$ cat src/rtl/intr_entry_seq.sv
module intr_entry_seq #(
  parameter int XLEN      = 32,
  parameter int SWW       = 32,
  parameter int VECW      = 5,
  parameter int SLOT_LOG2 = 5,
  parameter int PRIVW     = 2,
  parameter int NREG      = 32,
  parameter int E_POS     = 5,
  parameter int M_POS     = 4,
  parameter int Q_POS     = 3,
  parameter int C_POS     = 2,
  parameter int D_POS     = 1,
  parameter int I_POS     = 0,
  localparam int NSHD     = 7
) (
  input  logic                   clk,
  input  logic                   rst_n,
  input  logic                   req_i,
  input  logic                   hpmc_i,
  input  logic [VECW-1:0]        vec_i,
  input  logic [SWW-1:0]         psw_cur_i,
  input  logic [PRIVW-1:0]       priv_cur_i,
  input  logic [XLEN-1:0]        vbase_i,
  input  logic                   dflt_endian_i,
  input  logic [NREG*XLEN-1:0]   gpr_i,
  output logic [SWW-1:0]         psw_o,
  output logic [SWW-1:0]         ipsw_o,
  output logic [PRIVW-1:0]       priv_o,
  output logic [NSHD*XLEN-1:0]   shadow_o,
  output logic                   redirect_o,
  output logic [XLEN-1:0]        redirect_pc_o
);

  function automatic int src_idx(input int k);
    case (k)
      0:       return 1;
      1:       return 8;
      2:       return 9;
      3:       return 16;
      4:       return 17;
      5:       return 24;
      default: return 25;
    endcase
  endfunction

  logic            take;
  logic [SWW-1:0]  entry_psw;
  logic [XLEN-1:0] slot_off;
  logic            unused_gpr;

  assign take       = req_i & (hpmc_i | psw_cur_i[I_POS]);
  assign slot_off   = {{(XLEN-VECW){1'b0}}, vec_i} << SLOT_LOG2;
  assign unused_gpr = ^gpr_i;

  always_comb begin
    entry_psw        = '0;
    entry_psw[E_POS] = dflt_endian_i;
    entry_psw[M_POS] = hpmc_i;
  end

  always_ff @(posedge clk) begin
    if (!rst_n) begin
      psw_o         <= '0;
      ipsw_o        <= '0;
      priv_o        <= '0;
      redirect_o    <= 1'b0;
      redirect_pc_o <= '0;
    end else begin
      redirect_o <= take;
      if (take) begin
        psw_o         <= entry_psw;
        ipsw_o        <= psw_cur_i;
        priv_o        <= '0;
        redirect_pc_o <= vbase_i + slot_off;
      end else begin
        psw_o  <= psw_cur_i;
        priv_o <= priv_cur_i;
      end
    end
  end

  for (genvar k = 0; k < NSHD; k++) begin : g_shadow
    localparam int SRC = src_idx(k);
    always_ff @(posedge clk) begin
      if (!rst_n)
        shadow_o[k*XLEN +: XLEN] <= '0;
      else if (take)
        shadow_o[k*XLEN +: XLEN] <= gpr_i[SRC*XLEN +: XLEN];
    end
  end

  AST_IPSW_SAVED: assert property (@(posedge clk) disable iff (!rst_n)
    redirect_o |-> ipsw_o == $past(psw_cur_i));

  AST_PRIV_ZERO: assert property (@(posedge clk) disable iff (!rst_n)
    redirect_o |-> priv_o == '0);

  AST_ENDIAN: assert property (@(posedge clk) disable iff (!rst_n)
    redirect_o |-> psw_o[E_POS] == $past(dflt_endian_i));

  AST_MCHK_BIT: assert property (@(posedge clk) disable iff (!rst_n)
    redirect_o |-> psw_o[M_POS] == $past(hpmc_i));

  AST_CLEARED: assert property (@(posedge clk) disable iff (!rst_n)
    redirect_o |-> ($countones(psw_o) <= 2 && !psw_o[Q_POS] && !psw_o[C_POS]
                    && !psw_o[D_POS] && !psw_o[I_POS]));

  AST_SLOT_PC: assert property (@(posedge clk) disable iff (!rst_n)
    redirect_o |-> redirect_pc_o == $past(vbase_i) + ({{(XLEN-VECW){1'b0}}, $past(vec_i)} << SLOT_LOG2));

  AST_MASKED: assert property (@(posedge clk) disable iff (!rst_n)
    ($past(rst_n) && $past(req_i) && !$past(hpmc_i) && !$past(psw_cur_i[I_POS])) |-> !redirect_o);

  AST_NMI_TAKEN: assert property (@(posedge clk) disable iff (!rst_n)
    ($past(rst_n) && $past(req_i) && $past(hpmc_i)) |-> redirect_o);

  AST_HOLD_SAVED: assert property (@(posedge clk) disable iff (!rst_n)
    ($past(rst_n) && !redirect_o) |-> ($stable(ipsw_o) && $stable(redirect_pc_o) && $stable(shadow_o)));

endmodule

$ cat config.mk
export PLATFORM = sky130hd
export DESIGN_NAME = intr_entry_seq
export DESIGN_NICKNAME = d
export VERILOG_FILES = /design/src/rtl/intr_entry_seq.sv
export SDC_FILE = /design/constraint.sdc
export NUM_CORES = 1
export LEC_CHECK = 0
export CORE_AREA = 4 4 545 547
export CTS_CLUSTER_SIZE = 8
export DETAILED_ROUTE_END_ITERATION = 12
export DIE_AREA = 0 0 549 551
export DONT_BUFFER_PORTS = 1
export PLACE_DENSITY_LB_ADDON = 0.15
export REMOVE_ABC_BUFFERS = 1
export SLEW_MARGIN = 20
export SYNTH_ARGS = -nofsm -noshare
export SYNTH_HDL_FRONTEND = slang
export SYNTH_SLANG_ARGS = --single-unit
$ cat constraint.sdc
create_clock -name clk -period 2.93 [get_ports clk]
set_clock_uncertainty 0.2 [all_clocks]
set_input_delay 0.293 -clock clk [delete_from_list [all_inputs] [get_ports clk]]
set_output_delay 0.293 -clock clk [all_outputs]
set_load 0.02 [all_outputs]
==> flow_results.xml <==
<?xml version="1.0" encoding="UTF-8"?>
<metrics>
  <group name="global_routing">
    <metric name="grt_antenna_before_repair" unit="">83</metric>
    <metric name="globalRouteTotalUtil" unit="">0.05636</metric>
    <metric name="largest_net_degree_at_the_start_of_global_routing" unit="">104</metric>
    <metric name="grt_first_pass_wirelength" unit="um">109900</metric>
    <metric name="number_of_global_route_vias_before_repair" unit="">9538</metric>
    <metric name="grt_overflow" unit="">0</metric>
  </group>
  <group name="sta">
    <metric name="final.setup.tns" unit="ns">0</metric>
    <metric name="worstMarginPinSlew" unit="ns">0.9445</metric>
    <metric name="maxSlewHeadroom" unit="">0.3703</metric>
    <metric name="max_slew_violation_total_from_the_final_report" unit="">0</metric>
    <metric name="max_freq" unit="MHz">365.6</metric>
    <metric name="final.min_clock_period" unit="ns">2.735</metric>
    <metric name="timing.final.setup_violations" unit="">0</metric>
    <metric name="grt_setup_unrepaired" unit="">false</metric>
    <metric name="timing_hold_violations_final" unit="">0</metric>
    <metric name="hold-worst-slack" unit="ns">0.1022</metric>
    <metric name="layout_worst_path_cycle_share" unit="">0.9335</metric>
  </group>
  <group name="logic_synthesis">
    <metric name="most_used_standard_cell_by_instance_count_after_synthesis" unit="">dfxtp_1</metric>
    <metric name="yosys.area.top_type_share" unit="">0.6064</metric>
    <metric name="combinational_family_with_the_most_area_after_synthesis" unit="">compound AO/OA/AOI/OAI gates</metric>
    <metric name="synth.area.mux_share" unit="">0</metric>
    <metric name="synthXorXnorAreaFrac" unit="">0.001643</metric>
    <metric name="yosysUniqueCellTypes" unit="">46</metric>
    <metric name="ys_top_cells_by_area" unit="">dfxtp_1, a22o_1, o211ai_1</metric>
    <metric name="synthSimpleGateAreaFrac" unit="">0.05597</metric>
    <metric name="post_synth_edffs" unit="">0</metric>
    <metric name="syn_inst" unit="">881</metric>
    <metric name="synth_top_cells_by_count" unit="">dfxtp_1, a22o_1, buf_2</metric>
    <metric name="synthAdderAreaFrac" unit="">0.007744</metric>
    <metric name="synth_area" unit="sq mm">0.01066</metric>
    <metric name="synth_compound_area_frac" unit="">0.2762</metric>
    <metric name="asr_flop_ratio_synth" unit="">0</metric>
    <metric name="ys_dominant_reg_cell" unit="">dfxtp_1</metric>
    <metric name="synthesis.yosys.warnings" unit="">0</metric>
    <metric name="yosys_register_bits" unit="">323</metric>
    <metric name="synth_area_leader_cell" unit="">dfxtp_1</metric>
    <metric name="post_synth.cell_area_avg" unit="sq um">12.10</metric>
    <metric name="ys_seq_area_frac" unit="">0.6064</metric>
  </group>
  <group name="worst_setup_path">
    <metric name="ff2ff_setup_slack" unit="ns">0.45</metric>
    <metric name="crit_top_cell" unit="">dlygate4sd3_1</metric>
    <metric name="critical_r2r_launch" unit="">redirect_pc_o[29]$_SDFFE_PN0P_</metric>
    <metric name="r2r-end" unit="">redirect_pc_o[29]$_SDFFE_PN0P_</metric>
    <metric name="worst_setup_path_startpoint" unit="">rst_n</metric>
    <metric name="critical_path.top_delay_family" unit="">buffers and inverters</metric>
    <metric name="critPathLaunchType" unit="">input pin</metric>
    <metric name="worst-setup-path-type" unit="">in2reg</metric>
    <metric name="setup.worst_path.end_class" unit="">register</metric>
    <metric name="critPathArrivalTime" unit="ns">3.10</metric>
    <metric name="timing.critical_path.required" unit="ns">3.30</metric>
    <metric name="critical_path_buf_inv_count" unit="">4</metric>
    <metric name="reg2regPathDepth" unit="">4</metric>
    <metric name="critical_path.slowest_cell" unit="">dlygate4sd3_1</metric>
    <metric name="critical-path-max-stage-delay" unit="ns">0.67</metric>
    <metric name="timing.critical_path.cells" unit="">dlygate4sd3_1 -&gt; buf_16 -&gt; and2_4 -&gt; a22oi_1 -&gt; dlygate4sd3_1 -&gt; o211ai_1 -&gt; dlygate4sd3_1</metric>
    <metric name="crit_path_max_fanout" unit="">34</metric>
  </group>
  <group name="pwr">
    <metric name="p_leak" unit="nW">6.547</metric>
    <metric name="power_switching_share" unit="">0.2990</metric>
    <metric name="power_report.internal_total" unit="mW">8.641</metric>
    <metric name="clock_power_share" unit="">0.468</metric>
    <metric name="proportion_of_power_drawn_by_combinational_gates" unit="">0.090</metric>
    <metric name="total_power" unit="mW">12.33</metric>
    <metric name="pwr-share-seq" unit="">0.442</metric>
    <metric name="power_density" unit="mW/mm^2">607.7</metric>
    <metric name="worst_vdd_rail_ir_drop" unit="mV">0.3658</metric>
    <metric name="power.switching" unit="mW">3.686</metric>
  </group>
  <group name="route">
    <metric name="detail_route.vias_per_cell" unit="">1.774</metric>
    <metric name="route.detailed.wl_per_inst" unit="um">17.25</metric>
    <metric name="via_count" unit="">9182</metric>
    <metric name="drt_wl_total" unit="um">89320</metric>
    <metric name="antenna_left" unit="">0</metric>
    <metric name="initial_drt_markers" unit="">451</metric>
    <metric name="dr.pass1.iters" unit="">4</metric>
    <metric name="drc" unit="">0</metric>
  </group>
  <group name="finish">
    <metric name="multiInputGateArea" unit="sq mm">0.003662</metric>
    <metric name="layout-drive-gt1-share" unit="">0.07948</metric>
    <metric name="finish.utilization" unit="">0.06933</metric>
    <metric name="fin_nets" unit="">2319</metric>
    <metric name="regArea" unit="sq mm">0.006466</metric>
    <metric name="syn2layout_area_growth" unit="%">90.22</metric>
    <metric name="final.fill_count" unit="">34030</metric>
    <metric name="post-route-cell-area" unit="sq mm">0.02028</metric>
  </group>
  <group name="floorplan">
    <metric name="die_y" unit="um">551</metric>
    <metric name="effective_utilization_at_floorplan" unit="">0.03645</metric>
    <metric name="number_of_standard_cell_rows_in_the_floorplan" unit="">199</metric>
    <metric name="dieWidth" unit="um">549</metric>
    <metric name="io_pins" unit="">1423</metric>
    <metric name="core_region_area" unit="sq mm">0.2926</metric>
    <metric name="die_area" unit="sq mm">0.3025</metric>
  </group>
  <group name="min_path">
    <metric name="hold_path_class" unit="">in2reg</metric>
    <metric name="worstHoldEndpoint" unit="">redirect_pc_o[30]$_SDFFE_PN0P_</metric>
    <metric name="hold_depth" unit="">5</metric>
    <metric name="holdCritStartpoint" unit="">vbase_i[10]</metric>
  </group>
  <group name="place">
    <metric name="dpl-instance-area" unit="sq mm">0.01536</metric>
    <metric name="place.gp.congestion" unit="">0.6492</metric>
    <metric name="dpl.hpwl" unit="um">72010</metric>
    <metric name="io_buffers" unit="">0</metric>
  </group>
  <group name="cts">
    <metric name="post-cts-setup-buffers" unit="">0</metric>
    <metric name="clk_transition_reported_paths" unit="ns">0.04</metric>
    <metric name="numClockSinks" unit="">323</metric>
    <metric name="cts.path.max_buffers" unit="">3</metric>
    <metric name="cts_max_level" unit="">2</metric>
    <metric name="tritoncts.num_buffers" unit="">51</metric>
    <metric name="worstSkewPairLatency" unit="ns">0.62</metric>
    <metric name="cts_tree" unit="">built</metric>
    <metric name="root_buffer" unit="">clkbuf_16</metric>
  </group>
  <group name="run_status">
    <metric name="run_status" unit="">completed</metric>
  </group>
  <group name="job">
    <metric name="max_cap_violations" unit="">0</metric>
  </group>
</metrics>
placed cells by master (no fill, tap or decap), types with 5 or more instances in the layout:
master | Yosys | routed
nand2_1 | 40 | 40
inv_1 | 7 | 7
diode_2 | 0 | 25
nor3_1 | 6 | 6
a22o_1 | 264 | 264
ha_1 | 5 | 5
and3_1 | 36 | 36
buf_4 | 10 | 17
dfxtp_1 | 323 | 323
dlygate4sd3_1 | 0 | 335
o211ai_1 | 32 | 32
clkbuf_16 | 0 | 52
buf_12 | 0 | 8
clkbuf_1 | 11 | 8
nor2_1 | 10 | 10
o21ai_0 | 5 | 5
a21oi_1 | 8 | 8
o2111ai_1 | 8 | 8
clkinv_2 | 0 | 5
layer usage:
metal,track usage,share of wire,vias up
met5,0,0.0017,-
met4,0.01854,0.035,22
met3,0.04753,0.19,151
met2,0.07507,0.38,628
met1,0.06553,0.40,4288
li1,-,-,4093
through the flow:
step,setup slack [ns],cells
6_report,0.1949,5177
3_3_place_gp,0.4400,4743
5_1_grt,0.1109,5164
3_5_place_dp,0.4692,4743
4_1_cts,0.1864,5152
2_1_floorplan,-3.906,799
cells by family (layout without fill, tap and decap cells):
group	after synthesis	count (layout)
flip-flops	323	323
AND/OR/NAND/NOR	114	114
adder cells (fa/ha/maj)	6	6
other	0	25
buffers and inverters	90	442
XOR/XNOR	2	2
AO/OA/AOI/OAI	346	346
cell type report:
cell class	count	share of cell area
Clock inverter	11	0.006168
Multi-Input combinational cell	468	0.1805
Timing Repair Buffer	361	0.1809
Sequential cell	323	0.3188
Tap cell	3919	0.2417
Antenna cell	25	0.003084
Clock buffer	62	0.06699
Inverter	8	0.001850
power by group through the flow:
stage	clock network, mW	logic [mW]	registers [mW]
global placement	0	0.627	5.60
floorplan	0	0.405	5.22
CTS	6.17	1.15	5.50
finish	5.76	1.11	5.45
detailed placement	0	0.623	5.59
global route	6.23	1.22	5.53
state kept, by name (all words and copies together) (netlist names):
| signal | cells |
|---|---|
| shadow_o | 224 |
| psw_o | 32 |
| redirect_pc_o | 32 |
| priv_o | 2 |
| redirect_o | 1 |
| ipsw_o | 32 |
worst max path at each step:
stage                                          end  depth (start not counted)
finish              redirect_pc_o[29]$_SDFFE_PN0P_                          7
detailed placement  redirect_pc_o[31]$_SDFFE_PN0P_                          7
floorplan           redirect_pc_o[26]$_SDFFE_PN0P_                          4
global route        redirect_pc_o[29]$_SDFFE_PN0P_                          7
global placement    redirect_pc_o[31]$_SDFFE_PN0P_                          7
CTS                 redirect_pc_o[17]$_SDFFE_PN0P_                         10
worst min-delay path: cells and delay by family:
family / cells / cell delay (ns)
AND/OR/NAND/NOR: 2 / 0.19
AO/OA/AOI/OAI: 2 / 0.20
buffers and inverters: 1 / 0.19
repair_timing:
item | CTS | global route
gates resized for setup | 0 | 1
hold endpoints to repair | 322 | 0
endpoints found under the setup margin | 0 | 1
hold buffers | 336 | 0
Note: power is estimated with default switching activity, not from simulation.
